[src/rtl/smbw_pkg.sv]
package smbw_pkg;
   localparam int         BYTE_W    = 8;
   localparam logic [7:0] CMD_BLOCK = 8'h00;

   typedef enum logic [2:0] {
      ST_IDLE, ST_ADDR, ST_CMD, ST_CNT, ST_DATA, ST_SKIP
   } smbw_state_e;

   typedef enum logic [1:0] {
      PH_BITS, PH_WAIT, PH_ACK
   } smbw_phase_e;
endpackage

[src/rtl/smbw_sync.sv]
module smbw_sync #(
   parameter int STAGES = 2,
   parameter int LINES  = 2
) (
   input  logic             clk,
   input  logic             rst_n,
   input  logic [LINES-1:0] raw_i,
   output logic [LINES-1:0] sync_o,
   output logic [LINES-1:0] rise_o,
   output logic [LINES-1:0] fall_o
);
   if (STAGES < 2) begin : g_bad_stages
      $error("smbw_sync: STAGES must be at least 2");
   end

   for (genvar l = 0; l < LINES; l++) begin : g_line
      logic [STAGES-1:0] chain;
      logic              prev;
      always_ff @(posedge clk or negedge rst_n) begin
         if (!rst_n) begin
            chain <= '1;
            prev  <= 1'b1;
         end else begin
            chain <= {chain[STAGES-2:0], raw_i[l]};
            prev  <= chain[STAGES-1];
         end
      end
      assign sync_o[l] = chain[STAGES-1];
      assign rise_o[l] = chain[STAGES-1] & ~prev;
      assign fall_o[l] = ~chain[STAGES-1] & prev;
   end
endmodule

[src/rtl/smbw_addr_map.sv]
module smbw_addr_map (
   input  logic [2:0] strap_i,
   output logic [7:0] addr_o
);
   always_comb begin
      case (strap_i)
         3'b000:  addr_o = 8'hDE;
         3'b001:  addr_o = 8'hDC;
         3'b010:  addr_o = 8'hDA;
         3'b011:  addr_o = 8'hD8;
         3'b100:  addr_o = 8'hD6;
         3'b101:  addr_o = 8'hD4;
         3'b110:  addr_o = 8'hD0;
         default: addr_o = 8'hD2;
      endcase
   end
endmodule

[src/rtl/smbw_engine.sv]
module smbw_engine
   import smbw_pkg::*;
#(
   parameter int NREG = 3,
   localparam int IDXW = (NREG > 1) ? $clog2(NREG) : 1
) (
   input  logic            clk,
   input  logic            rst_n,
   input  logic            sda_s,
   input  logic            scl_up,
   input  logic            scl_dn,
   input  logic            start_p,
   input  logic            stop_p,
   input  logic [7:0]      own_addr,
   output logic            pull_o,
   output logic            wr_en,
   output logic [IDXW-1:0] wr_idx,
   output logic [7:0]      wr_data
);
   localparam logic [7:0] NREG_B = 8'(NREG);

   smbw_state_e st;
   smbw_phase_e ph;
   logic [2:0]  bitcnt;
   logic [6:0]  shreg;
   logic [7:0]  cnt;
   logic [7:0]  didx;
   logic [7:0]  byte_now;
   logic        byte_done;
   logic        accept;

   assign byte_now  = {shreg, sda_s};
   assign byte_done = scl_up && (ph == PH_BITS) && (bitcnt == 3'd7) &&
                      (st != ST_IDLE) && (st != ST_SKIP);

   always_comb begin
      case (st)
         ST_ADDR: accept = (byte_now == own_addr);
         ST_CMD:  accept = (byte_now == CMD_BLOCK);
         ST_CNT,
         ST_DATA: accept = 1'b1;
         default: accept = 1'b0;
      endcase
   end

   assign wr_en   = byte_done && (st == ST_DATA) && (didx < NREG_B) && (didx < cnt);
   assign wr_idx  = didx[IDXW-1:0];
   assign wr_data = byte_now;

   function automatic smbw_state_e after_ack(smbw_state_e s);
      case (s)
         ST_ADDR: return ST_CMD;
         ST_CMD:  return ST_CNT;
         ST_CNT:  return ST_DATA;
         ST_DATA: return ST_DATA;
         default: return ST_SKIP;
      endcase
   endfunction

   always_ff @(posedge clk or negedge rst_n) begin
      if (!rst_n) begin
         st     <= ST_IDLE;
         ph     <= PH_BITS;
         bitcnt <= '0;
         shreg  <= '0;
         cnt    <= '0;
         didx   <= '0;
         pull_o <= 1'b0;
      end else if (start_p) begin
         st     <= ST_ADDR;
         ph     <= PH_BITS;
         bitcnt <= '0;
         pull_o <= 1'b0;
      end else if (stop_p) begin
         st     <= ST_IDLE;
         ph     <= PH_BITS;
         bitcnt <= '0;
         pull_o <= 1'b0;
      end else begin
         case (ph)
            PH_BITS: begin
               if (scl_up && st != ST_IDLE && st != ST_SKIP) begin
                  shreg  <= byte_now[6:0];
                  bitcnt <= bitcnt + 3'd1;
                  if (bitcnt == 3'd7) begin
                     if (accept) begin
                        ph <= PH_WAIT;
                        case (st)
                           ST_ADDR: didx <= '0;
                           ST_CNT:  cnt  <= byte_now;
                           ST_DATA: if (didx != 8'hFF) didx <= didx + 8'd1;
                           default: ;
                        endcase
                     end else begin
                        st <= ST_SKIP;
                     end
                  end
               end
            end
            PH_WAIT: begin
               if (scl_dn) begin
                  pull_o <= 1'b1;
                  ph     <= PH_ACK;
               end
            end
            default: begin
               if (scl_dn) begin
                  pull_o <= 1'b0;
                  ph     <= PH_BITS;
                  bitcnt <= '0;
                  st     <= after_ack(st);
               end
            end
         endcase
      end
   end
endmodule

[src/rtl/smbw_regbank.sv]
module smbw_regbank #(
   parameter int              NREG     = 3,
   parameter logic [NREG*8-1:0] RST_VALS = '1,
   localparam int             IDXW     = (NREG > 1) ? $clog2(NREG) : 1
) (
   input  logic              clk,
   input  logic              rst_n,
   input  logic              wr_en,
   input  logic [IDXW-1:0]   wr_idx,
   input  logic [7:0]        wr_data,
   output logic [NREG*8-1:0] regs_o
);
   for (genvar g = 0; g < NREG; g++) begin : g_reg
      always_ff @(posedge clk or negedge rst_n) begin
         if (!rst_n)
            regs_o[g*8 +: 8] <= RST_VALS[g*8 +: 8];
         else if (wr_en && wr_idx == IDXW'(g))
            regs_o[g*8 +: 8] <= wr_data;
      end
   end
endmodule

[src/rtl/smb_blkwr_regs.sv]
module smb_blkwr_regs #(
   parameter int                NREG        = 3,
   parameter int                SYNC_STAGES = 2,
   parameter logic [NREG*8-1:0] RST_VALS    = {8'hFF, 8'hFF, 8'hA1},
   localparam int               IDXW        = (NREG > 1) ? $clog2(NREG) : 1
) (
   input  logic              clk,
   input  logic              rst_n,
   input  logic              scl_i,
   input  logic              sda_i,
   input  logic [2:0]        strap_i,
   output logic              sda_pull_o,
   output logic [NREG*8-1:0] regs_o
);
   if (NREG < 1 || NREG > 255) begin : g_bad_nreg
      $error("smb_blkwr_regs: NREG must be 1..255");
   end

   logic [1:0] s_sync, s_rise, s_fall;
   logic       scl_s, sda_s, scl_up, scl_dn, start_p, stop_p;
   logic [7:0] own_addr;
   logic            wr_en;
   logic [IDXW-1:0] wr_idx;
   logic [7:0]      wr_data;

   smbw_sync #(.STAGES(SYNC_STAGES), .LINES(2)) u_sync (
      .clk(clk), .rst_n(rst_n), .raw_i({sda_i, scl_i}),
      .sync_o(s_sync), .rise_o(s_rise), .fall_o(s_fall)
   );

   assign scl_s   = s_sync[0];
   assign sda_s   = s_sync[1];
   assign scl_up  = s_rise[0];
   assign scl_dn  = s_fall[0];
   assign start_p = s_fall[1] & scl_s;
   assign stop_p  = s_rise[1] & scl_s;

   smbw_addr_map u_amap (.strap_i(strap_i), .addr_o(own_addr));

   smbw_engine #(.NREG(NREG)) u_eng (
      .clk(clk), .rst_n(rst_n), .sda_s(sda_s), .scl_up(scl_up), .scl_dn(scl_dn),
      .start_p(start_p), .stop_p(stop_p), .own_addr(own_addr),
      .pull_o(sda_pull_o), .wr_en(wr_en), .wr_idx(wr_idx), .wr_data(wr_data)
   );

   smbw_regbank #(.NREG(NREG), .RST_VALS(RST_VALS)) u_regs (
      .clk(clk), .rst_n(rst_n), .wr_en(wr_en), .wr_idx(wr_idx),
      .wr_data(wr_data), .regs_o(regs_o)
   );
endmodule

[config.mk]
export PLATFORM = sky130hd
export DESIGN_NAME = smb_blkwr_regs
export DESIGN_NICKNAME = d
export VERILOG_FILES = /design/src/rtl/smbw_pkg.sv /design/src/rtl/smbw_sync.sv /design/src/rtl/smbw_addr_map.sv /design/src/rtl/smbw_engine.sv /design/src/rtl/smbw_regbank.sv /design/src/rtl/smb_blkwr_regs.sv
export SDC_FILE = /design/constraint.sdc
export NUM_CORES = 1
export LEC_CHECK = 0
export ABC_AREA = 1
export BUFFER_PORTS_ARGS = -buffer_cell sky130_fd_sc_hd__buf_2
export CELL_PAD_IN_SITES_DETAIL_PLACEMENT = 0
export CELL_PAD_IN_SITES_GLOBAL_PLACEMENT = 1
export CORE_MARGIN = 5
export CORE_UTILIZATION = 39
export DETAILED_ROUTE_END_ITERATION = 12
export PLACE_DENSITY_LB_ADDON = 0.1
export SYNTH_ARGS = -nofsm -noshare
export SYNTH_HDL_FRONTEND = slang
export SYNTH_SLANG_ARGS = --single-unit
[constraint.sdc]
create_clock -name clk -period 1.8 [get_ports clk]
set_clock_uncertainty 0.1 [all_clocks]
set_input_delay 0.27 -clock clk [delete_from_list [all_inputs] [get_ports clk]]
set_output_delay 0.27 -clock clk [all_outputs]
set_load 0.01 [all_outputs]
==> flow_summary.ini <==
[setup_path]
crit_family = simple AND/OR/NAND/NOR gates
crit_path_frequent_cell = nand2_1
cp.required_ns = 1.98
cp-start-kind = flip-flop
crit_arrival_ns = 2.04
path_cells = ha_1 -> a21o_1 -> nand2_1 -> nand3_2 -> inv_2 -> nand2_2 -> nor2_4 -> buf_12 -> nand3_1 -> nand2_1
critPathKind = reg2reg
cp_slowest_cell = dfrtp_1
crit_buf_inv = 2
crit_path_end_kind = flip-flop
crit_fanout = 12
max_stage_delay_ns = 0.40

[grt]
grt_overflow = 0
grt_max_degree = 28
grt_pass1_wl_um = 14100
grt_usage_pct = 17.1
antenna_found_initial = 0
grt_pass1_vias = 2854

[synthesis]
synth-seq-cells = 62
synth_area_leaders = dfrtp_1 (28%), dfstp_2 (20%), nand2_1 (18%)
synth_cell_type_count = 30
syn-cell-area_um2 = 3320
yosysTopAreaCell = dfrtp_1
synth_edf_count = 0
synth_cells = 427
ys.flop_type = dfrtp_1
synth_nets = 447
synth_top_area_share_pct = 27.9
yosysSeqAreaShare_pct = 47.7
yosysWarnings = 0
syn_avg_cell_area_um2 = 7.77
async_flop_share_pct = 100

[timing]
layout_setup_ws_ns = -0.0518
rsz0062_at_grt = true
finalMaxSlewViolations = 0
setup_viol = 22
fin_crit_sh_pct = 103
relSlewSlack_pct = 67.7
worstMarginPinSlew_ns = 0.484
fmax_mhz = 540
layout_min_cycle_time_ns = 1.85
final.setup.tns_ns = -0.587
hold_violations = 0

[outcome]
status = finished, violations left
failed_checks = setup timing

[place]
hpwl_um = 6190
gp_congestion = 0.816
io_buffers = 31

[clock_network]
clock_latency_ns = 0.34
tritoncts = done
htreeDepth = 3
cts-buffers-inserted = 9
clockBufferDepth = 2
clock_sinks = 62
clk_pin_slew_ns = 0.08
cts_root_buf = clkbuf_8

[detailed_routing]
drt-pass1-iter-count = 4
drc = 0
post_drt_via_cell_ratio = 4.77
dr_total_vias = 3030
wl_per_cell_um = 13.8
drtIter0Drc = 103
drt_wl_total_um = 8740
ant_nets = 0

[die]
coreArea_um2 = 8260
fp.dieH_um = 102
rows = 33
start_util_pct = 40.2
pin_count = 32
die_w_um = 102
dieArea_um2 = 10400

[run]
maxCapViolCount = 0

[pwr]
ir_drop_mv = 0.694
powerDensity_nw_per_um2 = 1000
leakage_nw = 2.40

[cells_and_area]
post-route-util_pct = 55.6
area_growth_pct = 38.4
nNetsFinal = 545
drive_gt1_share_pct = 37.9
antenna_cells = 0

[min_path]
hold_class = reg2reg
==> path summary, 6_finish.rpt <==
path / startpoint / to / slack, ns / cells past startpoint
max in group asynchronous: rst_n / u_regs.regs_o[10] / 0.69 / 3
worst min register to register: u_sync.g_line[0].chain[0] / u_sync.g_line[0].chain[1] / 0.26 / 0
worst max register to register: u_eng.didx[5] / u_regs.regs_o[9] / -0.05 / 10
min in group asynchronous: rst_n / u_eng.st[2] / 0.32 / 2
worst min-delay path: u_sync.g_line[0].chain[0] / u_sync.g_line[0].chain[1] / 0.26 / 0
worst max-delay path: u_eng.didx[5] / u_regs.regs_o[9] / -0.05 / 10
==> state kept, by name, indices dropped and copies added (netlist names) <==
name / flops
u_eng.bitcnt: 3
u_eng.cnt: 8
u_eng.didx: 8
u_eng.ph: 2
u_eng.pull_o: 1
u_eng.shreg: 7
u_eng.st: 3
u_regs.regs_o: 24
u_sync.g_line.chain: 4
u_sync.g_line.prev: 2
==> area by class of cell <==
class	count	area [um^2]
clock buffers	11	163
clock inverters	5	62.6
multi-input cells	308	1700
flip-flops and latches	62	1590
fillers	811	3670
repair buffers	100	781
well taps	105	131
inverters	44	169
==> placed cells by master, fill, tap and decap left out, drive strengths merged <==
cell           n
a21o           1
a21oi          5
a22o           2
buf           96
bufinv         1
clkbuf        12
clkinv         2
clkinvlp       3
dfrtp         37
dfstp         25
dlygate4sd3    3
ha            13
inv           43
nand2        167
nand3         47
nand3b         1
nand4         20
nor2          38
nor2b          1
nor3           2
nor3b          2
o21ai          7
o21bai         1
xnor2          1
==> Yosys cell counts (5+ instances only) <==
cell type	instances
nand4_1	20
inv_1	39
nand3_1	44
dfstp_2	25
ha_1	13
dfrtp_1	37
o21ai_0	7
nand2_1	163
buf_2	5
nor2_1	34
==> report_power, final <==
group,internal (W),switching (W),leakage (nW)
clock,0.000769,0.000608,0.107
combinational,0.000634,0.000894,1.53
sequential,0.00154,0.000156,0.763
==> routing by layer <==
metal	GRT usage, %	part of all wire [%]
met1	24.0	48
met5	0	0
met2	27.5	48
met4	4.84	1.1
met3	2.66	2.7
==> stage by stage <==
step	power (W)	setup WS, ns	area (um^2)	cells	hold WS [ns]
final	0.00460	-0.0518	4590	635	0.265
after global routing	0.00488	-0.171	4590	635	0.273
after CTS	0.00442	-0.00487	4280	625	0.270
after detailed placement	0.00301	-0.110	3980	606	0.152
after global placement	0.00299	-0.121	3980	606	0.156
after floorplan	0.00241	0.0601	3320	427	-0.126
==> kinds of logic after synthesis <==
| family | synth area share, % |
|---|---|
| buffers and inverters | 7.32 |
| XOR/XNOR | 0.264 |
| AND/OR/NAND/NOR | 36.9 |
| flip-flops | 47.7 |
| AO/OA/AOI/OAI | 2.91 |
| adder cells (fa/ha/maj) | 4.91 |
==> repair_timing <==
item | CTS | global route
gates cloned | 0 | 2
setup endpoints to repair | 40 | 48
hold buffers | 3 | 0
pin swaps | 1 | 14
hold endpoints to repair | 16 | 0
gates resized for setup | 12 | 58
buffers inserted | 0 | 9
Power figures use the tool's default switching activity.
